<file path="config.mk">
export PLATFORM = sky130hd
export DESIGN_NAME = wdt_delayed_reset
export DESIGN_NICKNAME = d
export VERILOG_FILES = /design/src/rtl/wdt_pkg.sv /design/src/rtl/wdt_regs.sv /design/src/rtl/wdt_seq.sv /design/src/rtl/wdt_irq_gate.sv /design/src/rtl/wdt_delayed_reset.sv
export SDC_FILE = /design/constraint.sdc
export NUM_CORES = 1
export LEC_CHECK = 0
export ABC_AREA = 1
export BUFFER_PORTS_ARGS = -buffer_cell sky130_fd_sc_hd__buf_2
export CORE_AREA = 2 2 104 56
export DETAILED_ROUTE_END_ITERATION = 8
export DIE_AREA = 0 0 106 58
export PLACE_DENSITY = 0.73
export SLEW_MARGIN = 20
export SYNTH_ARGS = -nofsm -noshare
export SYNTH_HDL_FRONTEND = slang
export SYNTH_HIERARCHICAL = 1
export SYNTH_SLANG_ARGS = --single-unit
</file>
<file path="constraint.sdc">
create_clock -name clk -period 1.9 [get_ports clk]
set_input_delay 0.095 -clock clk [delete_from_list [all_inputs] [get_ports clk]]
set_output_delay 0.095 -clock clk [all_outputs]
set_load 0.01 [all_outputs]
</file>
<file path="src/rtl/wdt_pkg.sv">
package wdt_pkg;
    typedef enum logic [1:0] {
        WD_IDLE  = 2'd0,
        WD_RUN   = 2'd1,
        WD_ARMED = 2'd2,
        WD_HOLD  = 2'd3
    } wd_state_e;

    localparam int unsigned BIT_RESTART = 0;
    localparam int unsigned BIT_RST_EN  = 1;
    localparam int unsigned BIT_IRQ_EN  = 2;
    localparam int unsigned BIT_SEL_LO  = 3;
    localparam int unsigned BIT_SEL_HI  = 4;
    localparam int unsigned BIT_RST_FLG = 5;
    localparam int unsigned BIT_IRQ_FLG = 6;
    localparam int unsigned BIT_POR_FLG = 7;
endpackage

</file>
<file path="src/rtl/wdt_regs.sv">
module wdt_regs
    import wdt_pkg::*;
(
    input  logic       clk,
    input  logic       por_n,
    input  logic       rst_n,
    input  logic       wr_en_i,
    input  logic [7:0] wr_data_i,
    input  logic       tmo_i,
    input  logic       fire_i,
    output logic       rst_en_nx_o,
    output logic       irq_en_nx_o,
    output logic       restart_o,
    output logic       sel_chg_o,
    output logic       sw_irq_o,
    output logic [1:0] sel_o,
    output logic       irq_flag_o,
    output logic [7:0] rd_data_o
);
    logic       rst_en_q, irq_en_q, rst_flag_q, irq_flag_q, por_flag_q;
    logic [1:0] sel_q;

    always_ff @(posedge clk) begin
        if (!por_n) begin
            rst_en_q   <= 1'b0;
            irq_en_q   <= 1'b0;
            sel_q      <= 2'b00;
            rst_flag_q <= 1'b0;
            irq_flag_q <= 1'b0;
            por_flag_q <= 1'b1;
        end else if (!rst_n) begin
            sel_q      <= 2'b00;
            irq_flag_q <= 1'b0;
        end else begin
            if (wr_en_i) begin
                rst_en_q   <= wr_data_i[BIT_RST_EN];
                irq_en_q   <= wr_data_i[BIT_IRQ_EN];
                sel_q      <= wr_data_i[BIT_SEL_HI:BIT_SEL_LO];
                rst_flag_q <= wr_data_i[BIT_RST_FLG];
                irq_flag_q <= wr_data_i[BIT_IRQ_FLG];
                por_flag_q <= wr_data_i[BIT_POR_FLG];
            end
            if (tmo_i)  irq_flag_q <= 1'b1;
            if (fire_i) rst_flag_q <= 1'b1;
        end
    end

    assign rst_en_nx_o = wr_en_i ? wr_data_i[BIT_RST_EN] : rst_en_q;
    assign irq_en_nx_o = wr_en_i ? wr_data_i[BIT_IRQ_EN] : irq_en_q;
    assign restart_o   = wr_en_i & wr_data_i[BIT_RESTART];
    assign sel_chg_o   = wr_en_i & (wr_data_i[BIT_SEL_HI:BIT_SEL_LO] != sel_q);
    assign sw_irq_o    = wr_en_i & wr_data_i[BIT_IRQ_FLG] & ~irq_flag_q;
    assign sel_o       = sel_q;
    assign irq_flag_o  = irq_flag_q;
    assign rd_data_o   = {por_flag_q, irq_flag_q, rst_flag_q, sel_q,
                          irq_en_q, rst_en_q, 1'b0};

    // the reset flag moves only on a watchdog reset or a register write
    assert_rst_flag_src_R5: assert property (@(posedge clk) disable iff (!por_n || !rst_n)
        (!fire_i && !wr_en_i) |=> $stable(rst_flag_q));
endmodule

</file>
<file path="src/rtl/wdt_seq.sv">
module wdt_seq
    import wdt_pkg::*;
#(
    parameter int unsigned BASE_EXP    = 12,
    parameter int unsigned ARM_CYCLES  = 512,
    parameter int unsigned HOLD_CYCLES = 12
) (
    input  logic       clk,
    input  logic       por_n,
    input  logic       rst_n,
    input  logic       rst_en_i,
    input  logic       irq_en_i,
    input  logic       restart_i,
    input  logic       sel_chg_i,
    input  logic       sw_irq_i,
    input  logic [1:0] sel_i,
    output logic       tmo_o,
    output logic       fire_o,
    output logic       hold_o
);
    localparam int unsigned IW = BASE_EXP + 10;
    localparam int unsigned AW = $clog2(ARM_CYCLES);
    localparam int unsigned HW = $clog2(HOLD_CYCLES);

    wd_state_e         state_q, state_d;
    logic [IW-1:0]     icnt_q, icnt_d;
    logic [AW-1:0]     acnt_q, acnt_d;
    logic [HW-1:0]     hcnt_q, hcnt_d;
    logic [IW-1:0]     lim_tab [4];
    logic [IW-1:0]     lim;
    logic              run_en;

    for (genvar g = 0; g < 4; g++) begin : g_lim
        assign lim_tab[g] = {{(IW-1){1'b0}}, 1'b1} << (BASE_EXP + 3*g);
    end

    assign lim    = lim_tab[sel_i];
    assign run_en = rst_en_i | irq_en_i;

    always_ff @(posedge clk) begin
        if (!por_n) begin
            state_q <= WD_IDLE;
            icnt_q  <= '0;
            acnt_q  <= '0;
            hcnt_q  <= '0;
        end else if (!rst_n) begin
            state_q <= run_en ? WD_RUN : WD_IDLE;
            icnt_q  <= '0;
            acnt_q  <= '0;
            hcnt_q  <= '0;
        end else begin
            state_q <= state_d;
            icnt_q  <= icnt_d;
            acnt_q  <= acnt_d;
            hcnt_q  <= hcnt_d;
        end
    end

    always_comb begin
        state_d = state_q;
        icnt_d  = icnt_q;
        acnt_d  = acnt_q;
        hcnt_d  = hcnt_q;
        tmo_o   = 1'b0;
        fire_o  = 1'b0;
        unique case (state_q)
            WD_IDLE: begin
                if (run_en) begin
                    icnt_d  = '0;
                    acnt_d  = '0;
                    state_d = (sw_irq_i && rst_en_i) ? WD_ARMED : WD_RUN;
                end
            end
            WD_RUN: begin
                if (!run_en) begin
                    state_d = WD_IDLE;
                end else if (sw_irq_i && rst_en_i) begin
                    state_d = WD_ARMED;
                    acnt_d  = '0;
                end else if (restart_i || sel_chg_i) begin
                    icnt_d = '0;
                end else if (icnt_q == lim - IW'(1)) begin
                    tmo_o  = 1'b1;
                    icnt_d = '0;
                    if (rst_en_i) begin
                        state_d = WD_ARMED;
                        acnt_d  = '0;
                    end
                end else begin
                    icnt_d = icnt_q + IW'(1);
                end
            end
            WD_ARMED: begin
                if (restart_i) icnt_d = '0;
                if (!rst_en_i) begin
                    state_d = irq_en_i ? WD_RUN : WD_IDLE;
                end else if (acnt_q == AW'(ARM_CYCLES - 1)) begin
                    fire_o  = 1'b1;
                    state_d = WD_HOLD;
                    hcnt_d  = '0;
                end else begin
                    acnt_d = acnt_q + AW'(1);
                end
            end
            WD_HOLD: begin
                if (hcnt_q == HW'(HOLD_CYCLES - 1)) begin
                    state_d = run_en ? WD_RUN : WD_IDLE;
                    icnt_d  = '0;
                    acnt_d  = '0;
                end else begin
                    hcnt_d = hcnt_q + HW'(1);
                end
            end
            default: state_d = WD_IDLE;
        endcase
    end

    assign hold_o = (state_q == WD_HOLD);

    // the hold state is not left before its count completes
    assert_hold_len_R6: assert property (@(posedge clk) disable iff (!por_n || !rst_n)
        (state_q == WD_HOLD && hcnt_q != HW'(HOLD_CYCLES - 1)) |=> state_q == WD_HOLD);
    // a stopped timer keeps both counts
    assert_idle_frozen_R3: assert property (@(posedge clk) disable iff (!por_n || !rst_n)
        (state_q == WD_IDLE && !run_en) |=> (state_q == WD_IDLE && $stable(icnt_q) && $stable(acnt_q)));
    // an interval change during the countdown leaves the interval count alone
    assert_armed_sel_R4: assert property (@(posedge clk) disable iff (!por_n || !rst_n)
        (state_q == WD_ARMED && rst_en_i && sel_chg_i && !restart_i) |=> $stable(icnt_q));
    // a restart while counting empties the interval count
    assert_restart_R1: assert property (@(posedge clk) disable iff (!por_n || !rst_n)
        (state_q == WD_RUN && run_en && restart_i && !(sw_irq_i && rst_en_i)) |=> icnt_q == '0);
    // dropping reset enable during the countdown never reaches the hold state
    assert_cancel_R10: assert property (@(posedge clk) disable iff (!por_n || !rst_n)
        (state_q == WD_ARMED && !rst_en_i) |=> state_q != WD_HOLD);
endmodule

</file>
<file path="src/rtl/wdt_irq_gate.sv">
module wdt_irq_gate (
    input  logic irq_flag_i,
    input  logic irq_en_i,
    input  logic glb_en_i,
    input  logic mask_i,
    input  logic in_service_i,
    output logic irq_req_o
);
    assign irq_req_o = irq_flag_i & irq_en_i & glb_en_i & mask_i & ~in_service_i;
endmodule

</file>
<file path="src/rtl/wdt_delayed_reset.sv">
module wdt_delayed_reset
    import wdt_pkg::*;
#(
    parameter int unsigned BASE_EXP    = 12,
    parameter int unsigned ARM_CYCLES  = 512,
    parameter int unsigned HOLD_CYCLES = 12
) (
    input  logic       clk,
    input  logic       por_n,
    input  logic       rst_n,
    input  logic       wr_en,
    input  logic [7:0] wr_data,
    output logic [7:0] rd_data,
    input  logic       glb_irq_en,
    input  logic       irq_mask,
    input  logic       irq_in_service,
    output logic       irq_req,
    output logic       rst_hold
);
    logic       rst_en_nx, irq_en_nx, restart, sel_chg, sw_irq, irq_flag;
    logic       tmo, fire;
    logic [1:0] sel;

    wdt_regs u_regs (
        .clk         (clk),
        .por_n       (por_n),
        .rst_n       (rst_n),
        .wr_en_i     (wr_en),
        .wr_data_i   (wr_data),
        .tmo_i       (tmo),
        .fire_i      (fire),
        .rst_en_nx_o (rst_en_nx),
        .irq_en_nx_o (irq_en_nx),
        .restart_o   (restart),
        .sel_chg_o   (sel_chg),
        .sw_irq_o    (sw_irq),
        .sel_o       (sel),
        .irq_flag_o  (irq_flag),
        .rd_data_o   (rd_data)
    );

    wdt_seq #(
        .BASE_EXP    (BASE_EXP),
        .ARM_CYCLES  (ARM_CYCLES),
        .HOLD_CYCLES (HOLD_CYCLES)
    ) u_seq (
        .clk       (clk),
        .por_n     (por_n),
        .rst_n     (rst_n),
        .rst_en_i  (rst_en_nx),
        .irq_en_i  (irq_en_nx),
        .restart_i (restart),
        .sel_chg_i (sel_chg),
        .sw_irq_i  (sw_irq),
        .sel_i     (sel),
        .tmo_o     (tmo),
        .fire_o    (fire),
        .hold_o    (rst_hold)
    );

    wdt_irq_gate u_gate (
        .irq_flag_i   (irq_flag),
        .irq_en_i     (rd_data[BIT_IRQ_EN]),
        .glb_en_i     (glb_irq_en),
        .mask_i       (irq_mask),
        .in_service_i (irq_in_service),
        .irq_req_o    (irq_req)
    );
endmodule

</file>
# == Word level (Yosys, flattened, before mapping) ==
# Cells that the tools add are included.
# classes
reduce_logical,13
mux,53
n_addsub,4
magnitude_cmp,1
bitwise,12
n_eq_ne,25
# op_table
cell,n
$mux 22,9
$pmux 22 s4,1
$mux 9,9
$bmux 22 s2,1
$pmux 9 s4,1
$add 22x1->22 const B,1
$eq 22x22->1,1
$mux 2,11
$sub 22x1->22 const B,1
$mux 1,16
$mux 4,3
$ne 2x1->1 const B,6
$ne 5x5->1 const B,2
$add 9x1->9 const B,1
$eq 9x9->1 const B,1
$ne 3x2->1 const B,3
$and 1x1->1,8
$pmux 2 s4,1
$pmux 4 s2,1
$reduce_and 8->1,1
$ne 2x2->1 const B,3
$ne 3x1->1 const B,2
$reduce_and 2->1,3
$reduce_and 6->1,1
other kinds (17),21
# word_totals
output_inout_bits,10
wordCells,118
reg_bits,44

# == Logic depth before layout (Yosys ltp) ==
# Gate-level depths: netlist (run 1).
# depth
ltp_word,12
depth_mapped,15
ltp_nobuf,15

# == Hierarchy ==
# The synthesis (run 1) kept the hierarchy.
# by_module_without_submodules
mod,cells_per_inst,area_per_inst_um2,seq_area_each_um2,instances
wdt_seq,363,2290.9,740.7,1
wdt_regs,63,427.9,140.1,1
wdt_irq_gate,4,23.8,0.0,1

# == Worst setup path before layout (run 1) ==
# Ideal clock, no wire load.
# synth_timing
path_kind,flip-flop to flip-flop
start,reg u_seq.acnt_q[0]
end,reg u_seq.acnt_q[1]
stages_incl_launch_ff,13
setup_time_ns,0.116
required_time_ns,1.784
slack_ns,-0.028
arrival_time_ns,1.812
path_buffers,1
cell_sequence,dfxtp_1 ha_1 nand2_1 nor2_1 and3_1 ha_1 inv_1 nand2_1 a21oi_2 nand2_2 buf_6 o21ai_0 nor2_1
# synth_between
elab_chain_cells,4
# synth_rtl
item,line_no,source
from (decl),wdt_seq.sv:27,"logic [AW-1:0] acnt_q, acnt_d;"
from (signal assigned),wdt_seq.sv:54,acnt_q <= acnt_d;
$add 9x1->9,wdt_seq.sv:102,acnt_d = acnt_q + AW'(1);
$mux 9,wdt_seq.sv:97,end else if (acnt_q == AW'(ARM_CYCLES - 1)) begin
$mux 9,wdt_seq.sv:95,if (!rst_en_i) begin
$pmux 9 s4,wdt_seq.sv:66,unique case (state_q)
# Several ways; a longest one is shown, not always the timed one. The select of a mux whose other input is x is not followed.
# A chain may end at the register's enable or synchronous reset.

# == Worst setup path after layout (run 1) ==
# layout_timing
start,reg u_seq.acnt_q[1]
end,reg u_seq.acnt_q[8]
# Same word-level chain as after synthesis.

==> results of run 1 <==
## routing by layer
layer	global-route usage, %	vias to the layer above
met5	0	-
met4	5.827	0
li1	-	1471
met3	5.849	10
met1	38.16	1309
met2	32.72	115
## power by group through the flow
stage	Clock, mW	Sequential (mW)	Combinational (mW)
2_1_floorplan	0	0.974	0.286
3_3_place_gp	0	0.976	0.404
3_5_place_dp	0	0.978	0.410
4_1_cts	0.808	0.956	0.412
5_1_grt	0.844	0.962	0.528
6_report	0.796	0.958	0.479
## sequential cells by signal (all words and copies together) (netlist names)
register and flops:
u_seq/acnt_q 9, u_regs/rst_flag_q 1, u_seq/icnt_q 22, u_seq/state_q 2
u_seq/hcnt_q 4, u_regs/rst_en_q 1, u_regs/irq_flag_o 1, u_regs/sel_o 2
u_regs/por_flag_q 1, u_regs/irq_en_q 1
## final cells by class
cell class / instances / area (um^2)
fillers: 457 / 1872
multi-input cells: 312 / 1654
flip-flops and latches: 44 / 889.6
repair buffers: 60 / 400.4
inverters: 60 / 225.2
well taps: 73 / 91.34
clock buffers: 6 / 82.58
clock inverters: 2 / 38.79
## kinds of logic after synthesis
group / count (synthesis) / synth area share [%]
AOI/OAI and AO/OA: 54 / 11.04
DFF: 44 / 32.12
buffers and inverters: 74 / 12.00
xor gates and xnor gates: 9 / 2.874
other: 1 / 0.1367
and+or+nand+nor: 244 / 40.01
adders and majority gates: 4 / 1.825
## worst paths after layout
| path | startpoint | endpoint | slack (ps) | depth (start not counted) |
|---|---|---|---|---|
| setup reg to reg | u_seq/acnt_q[1]$_SDFFE_PN0P_ | u_seq/acnt_q[8]$_SDFFE_PN0P_ | 60 | 11 |
| hold / removal | wr_data[1] | u_regs/rst_en_q$_SDFFE_PN0P_ | 30 | 3 |
| hold reg to reg | u_seq/acnt_q[4]$_SDFFE_PN0P_ | u_seq/acnt_q[4]$_SDFFE_PN0P_ | 490 | 2 |
| setup / recovery | u_seq/acnt_q[1]$_SDFFE_PN0P_ | u_seq/acnt_q[8]$_SDFFE_PN0P_ | 60 | 11 |
## metrics by stage
step	power [mW]	area (um^2)
6_report	2.233	3382
4_1_cts	2.177	3182
2_1_floorplan	1.260	2750
5_1_grt	2.334	3382
3_5_place_dp	1.388	3040
3_3_place_gp	1.380	3040
## layout by cell type (no fill, tap or decap), drive strengths merged, types with 4 or more instances in the layout
master / synthesis / layout
o21ai: 20 / 20
nand4: 8 / 8
nor3b: 5 / 5
dfxtp: 44 / 44
a21oi: 28 / 28
nor3: 22 / 22
inv: 60 / 60
nand3: 29 / 29
clkbuf: 1 / 6
xor2: 6 / 6
ha: 4 / 4
nand2: 105 / 105
buf: 13 / 60
nor2: 70 / 70
## worst max-delay path: cells and delay by family, from the launching register on
kind                     cells  cell delay (ps)
AO/OA/AOI/OAI                2              360
adder cells (fa/ha/maj)      2              320
buffers and inverters        2              270
flip-flops                   1              350
AND/OR/NAND/NOR              5              470
## repair_timing
action                                 4_1_cts  5_1_grt
setup endpoints to repair                    3       37
endpoints found under the hold margin        0        0
pin swaps                                    2       11
gates resized for setup                      1       43
buffers inserted                             2       10
gates cloned                                 0        0
==> impl_metrics.env, run 1 <==
export IMPL_hold_viol=0
export IMPL_grt_antenna_before_repair=0
export IMPL_routed_wl_met2_um=2952
export IMPL_globalplace_congestion=0.9419
export IMPL_preCtsSetupSlack_ps=13.01
export IMPL_switchingPower_mw=0.6711
export IMPL_pwr_share_seq_pct=42.9
export IMPL_p_leak_nw=1.471
export IMPL_portBuffers=23
export IMPL_wirelength_um=7336
export IMPL_finalSetupTns_ps=0
export IMPL_gr_total_overflow=0
export IMPL_setup_viol=0
export IMPL_finClkSkew_ps=10.33
export IMPL_core_area_mm2=0.005254
export IMPL_hold_ws_ps=34.46
export IMPL_fin_util_pct=64.37
export IMPL_grt_pass1_vias=2439
export IMPL_synth_cell_area_mm2=0.002743
export IMPL_layout_worst_path_cycle_share_pct=96.88
export IMPL_clockRootBuffer="clkbuf_8"
export IMPL_htreeDepth=2
export IMPL_syn_inst=430
export IMPL_num_vias=2905
export IMPL_critPathCaptureType="flop"
export IMPL_final_layout_size_suffix_gt1_share_pct=26.65
export IMPL_drt_pass1_iter_count=4
export IMPL_pwr_share_comb_pct=21.4
export IMPL_cts_hold_buf=0
export IMPL_yosysMostFrequentCell="nand2_1"
export IMPL_synth_flop_cell="dfxtp_1"
export IMPL_report_final_slew_viol_count=0
export IMPL_start_util_pct=52.20
export IMPL_synth_common_cells="96 x nand2_1, 65 x nor2_1, 57 x inv_1"
export IMPL_cts_buffers=5
export IMPL_clockBufferDepth=2
export IMPL_drcViolationCount=0
export IMPL_rsz0062_at_grt="yes"
export IMPL_layout_nets=502
export IMPL_cpPeakStageDelay_ps=350
export IMPL_maxCapViolCount=0
export IMPL_drt_initial_drc_count=224
export IMPL_status="finished, final reports clean"
export IMPL_p_clk_share_pct=35.6
export IMPL_crit_fanout=8
export IMPL_ys_seq_area_share_pct=32.12
export IMPL_die_h_um=58
export IMPL_worstHoldPathType="in2reg"
export IMPL_yosys_warnings=6
export IMPL_synthArstFlopShare_pct=0
export IMPL_post_dp_hpwl_um=5206
export IMPL_avgSynthCellArea_um2=6.378
export IMPL_clk_latency_ps=310
export IMPL_power_share_switching_pct=30.06
export IMPL_die_x_um=106
export IMPL_met1_length_um=3670
export IMPL_worstPathCellList="ha_4 -> nand2_2 -> nor2_4 -> and3_4 -> ha_2 -> inv_2 -> nand2_4 -> a21oi_4 -> buf_4 -> nand4_1 -> a21oi_1"
export IMPL_synthDistinctLibCells=35
export IMPL_vdd_drop_max_v=0.0003530
export IMPL_startpoint_type="flop"
export IMPL_stdcell_count=557
export IMPL_grt_pass1_wl_um=11700
export IMPL_cts_tree="built"
export IMPL_clk_pin_slew_ps=100
export IMPL_cp_required_ps=2120
export IMPL_p_per_area_mw_per_mm2=660.2
export IMPL_max_freq_mhz=543.2
export IMPL_die_area_mm2=0.006148
export IMPL_synth_top_area_share_pct=32.12
export IMPL_clock_sinks=44
export IMPL_syn_nets=449
export IMPL_ant_nets=0
export IMPL_avgRoutedWirePerCell_um=13.17
export IMPL_crit_arrival_ps=2060
export IMPL_intPower_mw=1.562
export IMPL_ys_ff_latch=44
export IMPL_min_period_ps=1841
export IMPL_viasPerCell=5.215
export IMPL_synth_area_leaders="dfxtp_1 32%, nand2_1 13%, nor2_1 8.9%, inv_1 7.8%, nand3_1 4.9%"
export IMPL_dr_max_layer_used="met4"
export IMPL_fin_ws_ps=59.19
export IMPL_grt_max_degree=19
export IMPL_path_class="reg2reg"
export IMPL_dp_cells=537
export IMPL_yosys_area_top_type="dfxtp_1"
export IMPL_rows=19
export IMPL_dr_wl_met3_um=655
export IMPL_area_growth_pct=23.31
export IMPL_grt_total_usage_pct=24.24
export IMPL_synth_edf_count=0
export IMPL_ios=25
export IMPL_diodes=0
export IMPL_worst_path_max_delay_cell="dfxtp_2"
No activity file was read; power rests on OpenSTA's default activity.
==> run 2: changes to the inputs <==
- PLACE_DENSITY: 0.73 -> 0.87
==> run 2 against run 1 <==
Against the previous run:
- total power down 1.7%
- largest cell class unchanged
- global-route usage rose by 0.57 points
- critical endpoint is now u_seq/icnt_q[20]$_SDFFE_PN0P_
- non-clock buffer count fell by 12
- via count grew 4.9%
- worst setup slack lost 25 ps
- routed wire length rose by 7.4%
- sequential power is essentially flat
- sequential share of layout area increased by 0.83 points
- highest routed layer unchanged
- utilization decreased by 1.8 points
- critical path depth rose by 2
- cell count shrank 2.0%
- first-iteration DRC count up 100%
==> impl_metrics.env, run 2 (synthesized netlist as in run 1, its figures left out) <==
export IMPL_rr_startpoint="u_regs/rst_en_q$_SDFFE_PN0P_"
export IMPL_num_vias=3048
export IMPL_r2r_end="u_seq/icnt_q[20]$_SDFFE_PN0P_"
export IMPL_ios=25
export IMPL_dpl_cell_area_mm2=0.002980
export IMPL_largest_reg_flops=22
export IMPL_drt_pass1_iter_count=6
export IMPL_grt_pass1_wl_um=12080
export IMPL_vdd_drop_max_v=0.0003347
export IMPL_critPathCaptureType="flop"
export IMPL_die_area_mm2=0.006148
export IMPL_hold_viol=0
export IMPL_cp_startpoint="u_regs/rst_en_q$_SDFFE_PN0P_"
export IMPL_min_period_ps=1866
export IMPL_cts_tree="built"
export IMPL_hold_depth=2
export IMPL_dp_cells=529
export IMPL_setup_viol=0
export IMPL_p_leak_nw=1.408
export IMPL_grt_antenna_before_repair=0
export IMPL_finalPower_mw=2.194
export IMPL_grt_busiest_layer="met1"
export IMPL_clk_pin_slew_ps=80
export IMPL_use_met2_pct=35.12
export IMPL_layout_worst_path_cycle_share_pct=98.22
export IMPL_layout_nets=491
export IMPL_cts_buffers=5
export IMPL_grt_max_degree=19
export IMPL_max_freq_mhz=535.9
export IMPL_die_x_um=106
export IMPL_die_h_um=58
export IMPL_fillCellCount=418
export IMPL_worstHoldPathType="in2reg"
export IMPL_globalplace_congestion=0.9674
export IMPL_clockBufferDepth=2
export IMPL_clockRootBuffer="clkbuf_8"
export IMPL_htreeDepth=2
export IMPL_ff2ff_path_depth=13
export IMPL_post_dp_hpwl_um=5152
export IMPL_rows=19
export IMPL_report_final_slew_viol_count=0
export IMPL_start_util_pct=52.20
export IMPL_whs_endpoint="u_regs/por_flag_q$_SDFFE_PN1P_"
export IMPL_grt_use_met3_pct=6.299
export IMPL_finClkSkew_ps=10.16
export IMPL_stdcell_count=546
export IMPL_clock_sinks=44
export IMPL_grt_pass1_vias=2515
export IMPL_rrSetupSlack_ps=30
export IMPL_crit_fanout=6
export IMPL_largest_register="u_seq/icnt_q"
export IMPL_portBuffers=23
export IMPL_drcViolationCount=0
export IMPL_drt_initial_drc_count=451
export IMPL_layout_commonest_cell="nand2_1"
export IMPL_viasPerCell=5.582
export IMPL_clk_latency_ps=310
export IMPL_cp_required_ps=2090
export IMPL_final_layout_size_suffix_gt1_share_pct=23.89
export IMPL_core_area_mm2=0.005254
export IMPL_diodes=0
export IMPL_finish_instance_area_mm2=0.003288
export IMPL_avgRoutedWirePerCell_um=14.43
export IMPL_area_growth_pct=19.89
export IMPL_reg_top3="u_seq/icnt_q x22, u_seq/acnt_q x9, u_seq/hcnt_q x4"
export IMPL_maxCapViolCount=0
export IMPL_status="finished, final reports clean"
export IMPL_grt_total_usage_pct=24.81
export IMPL_cts_hold_buf=0
export IMPL_path_class="reg2reg"
export IMPL_gr_total_overflow=0
export IMPL_met1_usage_pct=37.49
export IMPL_crit_arrival_ps=2060
export IMPL_startpoint_type="flop"
export IMPL_p_per_area_mw_per_mm2=667.3
export IMPL_ant_nets=0
export IMPL_layout_common_cells="89 x nand2_1, 61 x nor2_1, 54 x inv_1"
export IMPL_hp_start="por_n"
export IMPL_wirelength_um=7881
-- run 2: cell count changes in the layout (fill, tap and decap cells not counted), sizes merged --
cell / before / now
buf: 60 / 48
nor2: 70 / 71
-- run 2: what timing repair did --
| item | 4_1_cts | 5_1_grt |
|---|---|---|
| pin swaps | 2 | 11 |
| resized for setup | 2 | 41 |
| hold endpoints to repair | 0 | 0 |
| gates cloned | 1 | 0 |
| setup endpoints to repair | 9 | 37 |
| buffers inserted | 2 | 6 |
-- run 2: worst max-delay path by stage --
stage	endpoint	slack (ps)	cells after the start
CTS	u_seq/state_q[0]$_SDFFE_PN0P_	7	14
finish	u_seq/icnt_q[20]$_SDFFE_PN0P_	30	13
detailed placement	u_seq/icnt_q[5]$_SDFFE_PN0P_	-80	13
floorplan	u_seq/acnt_q[1]$_SDFFE_PN0P_	30	12
global placement	u_seq/state_q[0]$_SDFFE_PN0P_	40	14
global route	u_seq/icnt_q[18]$_SDFFE_PN0P_	-80	11
-- run 2: layout make-up --
| type | instances | area (um^2) | share of cell area (%) |
|---|---|---|---|
| multi-input combinational | 313 | 1658 | 50.42 |
| timing repair buffer | 48 | 314.1 | 9.551 |
| sequential | 44 | 892.1 | 27.13 |
| clock inverter | 2 | 35.03 | 1.065 |
| clock buffer | 6 | 72.57 | 2.207 |
| inverter | 60 | 225.2 | 6.849 |
| tap | 73 | 91.34 | 2.778 |
-- run 2: layer usage --
layer	wire (um)	part of all wire (%)	vias to the layer above
met5	0	0	-
li1	-	-	1453
met3	845	11	36
met4	224	2.8	0
met1	3568	45	1363
met2	3242	41	196
-- run 2: through the flow --
stage	setup WS [ps]	hold slack (ps)	utilization [%]	setup TNS [ps]
floorplan	31.12	179.6	-	0
global placement	42.09	344.2	56.73	0
detailed placement	-82.46	354.3	56.73	-106.9
CTS	6.511	41.22	59.25	0
global route	-83.93	53.55	62.59	-214.0
finish	33.89	38.18	62.59	0
-- run 2: report_power, final --
group          internal, mW  switching (mW)  total, mW
Sequential            0.942          0.0190      0.961
Clock                 0.391           0.337      0.728
Combinational         0.188           0.318      0.506
Total                  1.52           0.674       2.19
-- run 2: worst max-delay path, cell delays in order, from the launching register on --
cell and delay [ps]:
dfxtp_2 340, inv_2 50, o21ai_4 170, inv_2 60, nand2_4 80, nand2_1 70
nand2_2 80, nand2_4 70, nor2_4 210, nand2_1 130, nor2_2 150, nand2_1 110
nor2_1 170, nor3b_2 70
==> run 3: changes to the inputs <==
- CORE_AREA: 2 2 104 56 -> 2 2 139 73
- DIE_AREA: 0 0 106 58 -> 0 0 141 75
- PLACE_DENSITY: 0.87 -> 0.59
==> run 3 against run 2 <==
Against the previous run:
- sequential share of layout area is 1.4 points lower
- largest cell class unchanged
- critical path type unchanged
- largest power group is now clock
- register-to-register slack better by 50 ps
- utilization is 25 points lower
- global-route usage is 12 points lower
- cell count is 8.4% higher
==> impl_metrics.env, run 3 (synthesized netlist as in run 1, its figures left out) <==
export IMPL_worstPathCellList="ha_1 -> nand3_1 -> nand2_1 -> o21ai_2 -> nor2_4 -> nand4_1 -> o21ai_1 -> inv_1 -> nor3_2"
export IMPL_min_period_ps=1813
export IMPL_crit_fanout=6
export IMPL_vdd_drop_max_v=0.0003258
export IMPL_clockBufferDepth=2
export IMPL_grt_pass1_vias=2391
export IMPL_cts_buffers=5
export IMPL_preCtsSetupSlack_ps=-1.169
export IMPL_setup_viol=0
export IMPL_multi_input_area_mm2=0.001725
export IMPL_crit_arrival_ps=2030
export IMPL_regArea_um2=890.9
export IMPL_wirelength_um=6714
export IMPL_rsz0062_at_grt="yes"
export IMPL_clockRootBuffer="clkbuf_16"
export IMPL_die_x_um=141
export IMPL_r2r_end="u_seq/icnt_q[18]$_SDFFE_PN0P_"
export IMPL_worst_path_max_delay_cell="dfxtp_1"
export IMPL_globalplace_congestion=0.8244
export IMPL_layout_commonest_cell="nand2_1"
export IMPL_start_util_pct=29.52
export IMPL_rr_startpoint="u_seq/hcnt_q[0]$_SDFFE_PN0P_"
export IMPL_ff2ff_path_depth=9
export IMPL_routed_wl_met2_um=3195
export IMPL_met1_length_um=3234
export IMPL_p_leak_nw=1.453
export IMPL_max_freq_mhz=551.7
export IMPL_clock_sinks=44
export IMPL_reg_top3="u_seq/icnt_q x22, u_seq/acnt_q x9, u_seq/hcnt_q x4"
export IMPL_grt_max_degree=14
export IMPL_grt_antenna_before_repair=0
export IMPL_largest_reg_flops=22
export IMPL_diodes=0
export IMPL_num_vias=2759
export IMPL_rows=25
export IMPL_cp_startpoint="u_seq/hcnt_q[0]$_SDFFE_PN0P_"
export IMPL_core_area_mm2=0.009290
export IMPL_finalPower_mw=2.529
export IMPL_p_per_area_mw_per_mm2=729.7
export IMPL_gr_total_overflow=0
export IMPL_grt_pass1_wl_um=10670
export IMPL_critPathCaptureType="flop"
export IMPL_worstHoldPathType="in2reg"
export IMPL_drcViolationCount=0
export IMPL_finish_instance_area_mm2=0.003466
export IMPL_layout_worst_path_cycle_share_pct=95.41
export IMPL_report_final_slew_viol_count=0
export IMPL_maxCapViolCount=0
export IMPL_die_h_um=75
export IMPL_dr_wl_met3_um=242
export IMPL_dr_max_layer_used="met4"
export IMPL_viasPerCell=4.660
export IMPL_layout_common_cells="88 x nand2_1, 62 x nor2_1, 53 x inv_1"
export IMPL_largest_register="u_seq/icnt_q"
export IMPL_rrSetupSlack_ps=90
export IMPL_ios=25
export IMPL_grt_total_usage_pct=12.45
export IMPL_drt_pass1_iter_count=4
export IMPL_cp_required_ps=2110
export IMPL_fin_ws_ps=87.27
export IMPL_fillCellCount=975
export IMPL_avgRoutedWirePerCell_um=11.34
export IMPL_clk_pin_slew_ps=60
export IMPL_final_layout_size_suffix_gt1_share_pct=25.48
export IMPL_die_area_mm2=0.01058
export IMPL_post_dp_hpwl_um=4705
export IMPL_hold_viol=0
export IMPL_clk_latency_ps=280
export IMPL_layout_nets=490
export IMPL_startpoint_type="flop"
export IMPL_cpPeakStageDelay_ps=340
export IMPL_dpl_cell_area_mm2=0.003048
export IMPL_portBuffers=23
export IMPL_cts_tree="built"
export IMPL_cts_hold_buf=0
export IMPL_status="finished, final reports clean"
export IMPL_path_class="reg2reg"
export IMPL_ant_nets=0
export IMPL_area_growth_pct=26.37
export IMPL_hold_ws_ps=58.00
export IMPL_finClkSkew_ps=4.144
export IMPL_cp_endpoint="u_seq/icnt_q[18]$_SDFFE_PN0P_"
export IMPL_drt_initial_drc_count=96
export IMPL_htreeDepth=2
## run 3: cell types whose count changed in the layout (fill, tap and decap cells not counted), sizes merged
| cell | change |
|---|---|
| clkinv | -1 |
| clkbuf | -1 |
| bufinv | +1 |
| nand2 | +2 |
| buf | -3 |
## run 3: final cells by class
cell class / count / share of cell area, %
tap: 121 / 4.368
timing repair buffer: 45 / 8.303
multi-input combinational: 315 / 49.78
sequential: 44 / 25.70
clock buffer: 5 / 3.610
clock inverter: 2 / 1.733
inverter: 60 / 6.498
## run 3: per-layer routing
layer  up-vias  track usage (%)
met2        48            22.71
met5         -                0
met1      1251            15.69
met4         0            3.333
met3         5            2.099
li1       1455                -
## run 3: worst min path at each step
stage	to	start	cells after the start	slack (ps)
global route	u_regs/irq_en_q$_SDFFE_PN0P_	wr_data[2]	3	70
floorplan	u_regs/por_flag_q$_SDFFE_PN1P_	por_n	1	180
CTS	u_regs/por_flag_q$_SDFFE_PN1P_	por_n	2	60
detailed placement	u_regs/irq_en_q$_SDFFE_PN0P_	wr_data[2]	3	350
global placement	u_regs/por_flag_q$_SDFFE_PN1P_	por_n	2	350
finish	u_regs/por_flag_q$_SDFFE_PN1P_	por_n	2	60
## run 3: critical path: cells and delay by family (launching register included)
family	cells	cell delay, ps
adder cells (fa/ha/maj)	1	190
AND/OR/NAND/NOR	5	810
flip-flops	1	340
AO/OA/AOI/OAI	2	330
buffers and inverters	1	70
## run 3: what timing repair did
action	in CTS	in global routing
gates resized for setup	2	50
cloned	2	1
pin swaps	2	12
setup buffers	0	4
setup endpoints to repair	18	37
## run 3: power by group
group / switching [mW] / total [mW] / leakage, nW / internal (mW)
clock network: 0.356 / 1.10 / 0.0899 / 0.746
registers: 0.0193 / 0.961 / 0.359 / 0.942
logic: 0.302 / 0.466 / 1.00 / 0.164
## run 3: stage by stage
step,setup TNS [ps],util [%],instances
final,0,37.31,592
after global routing,-63.12,37.31,592
after CTS,0,35.14,587
after detailed placement,-1.672,32.81,578
after global placement,0,32.81,578
after floorplan,0,-,430
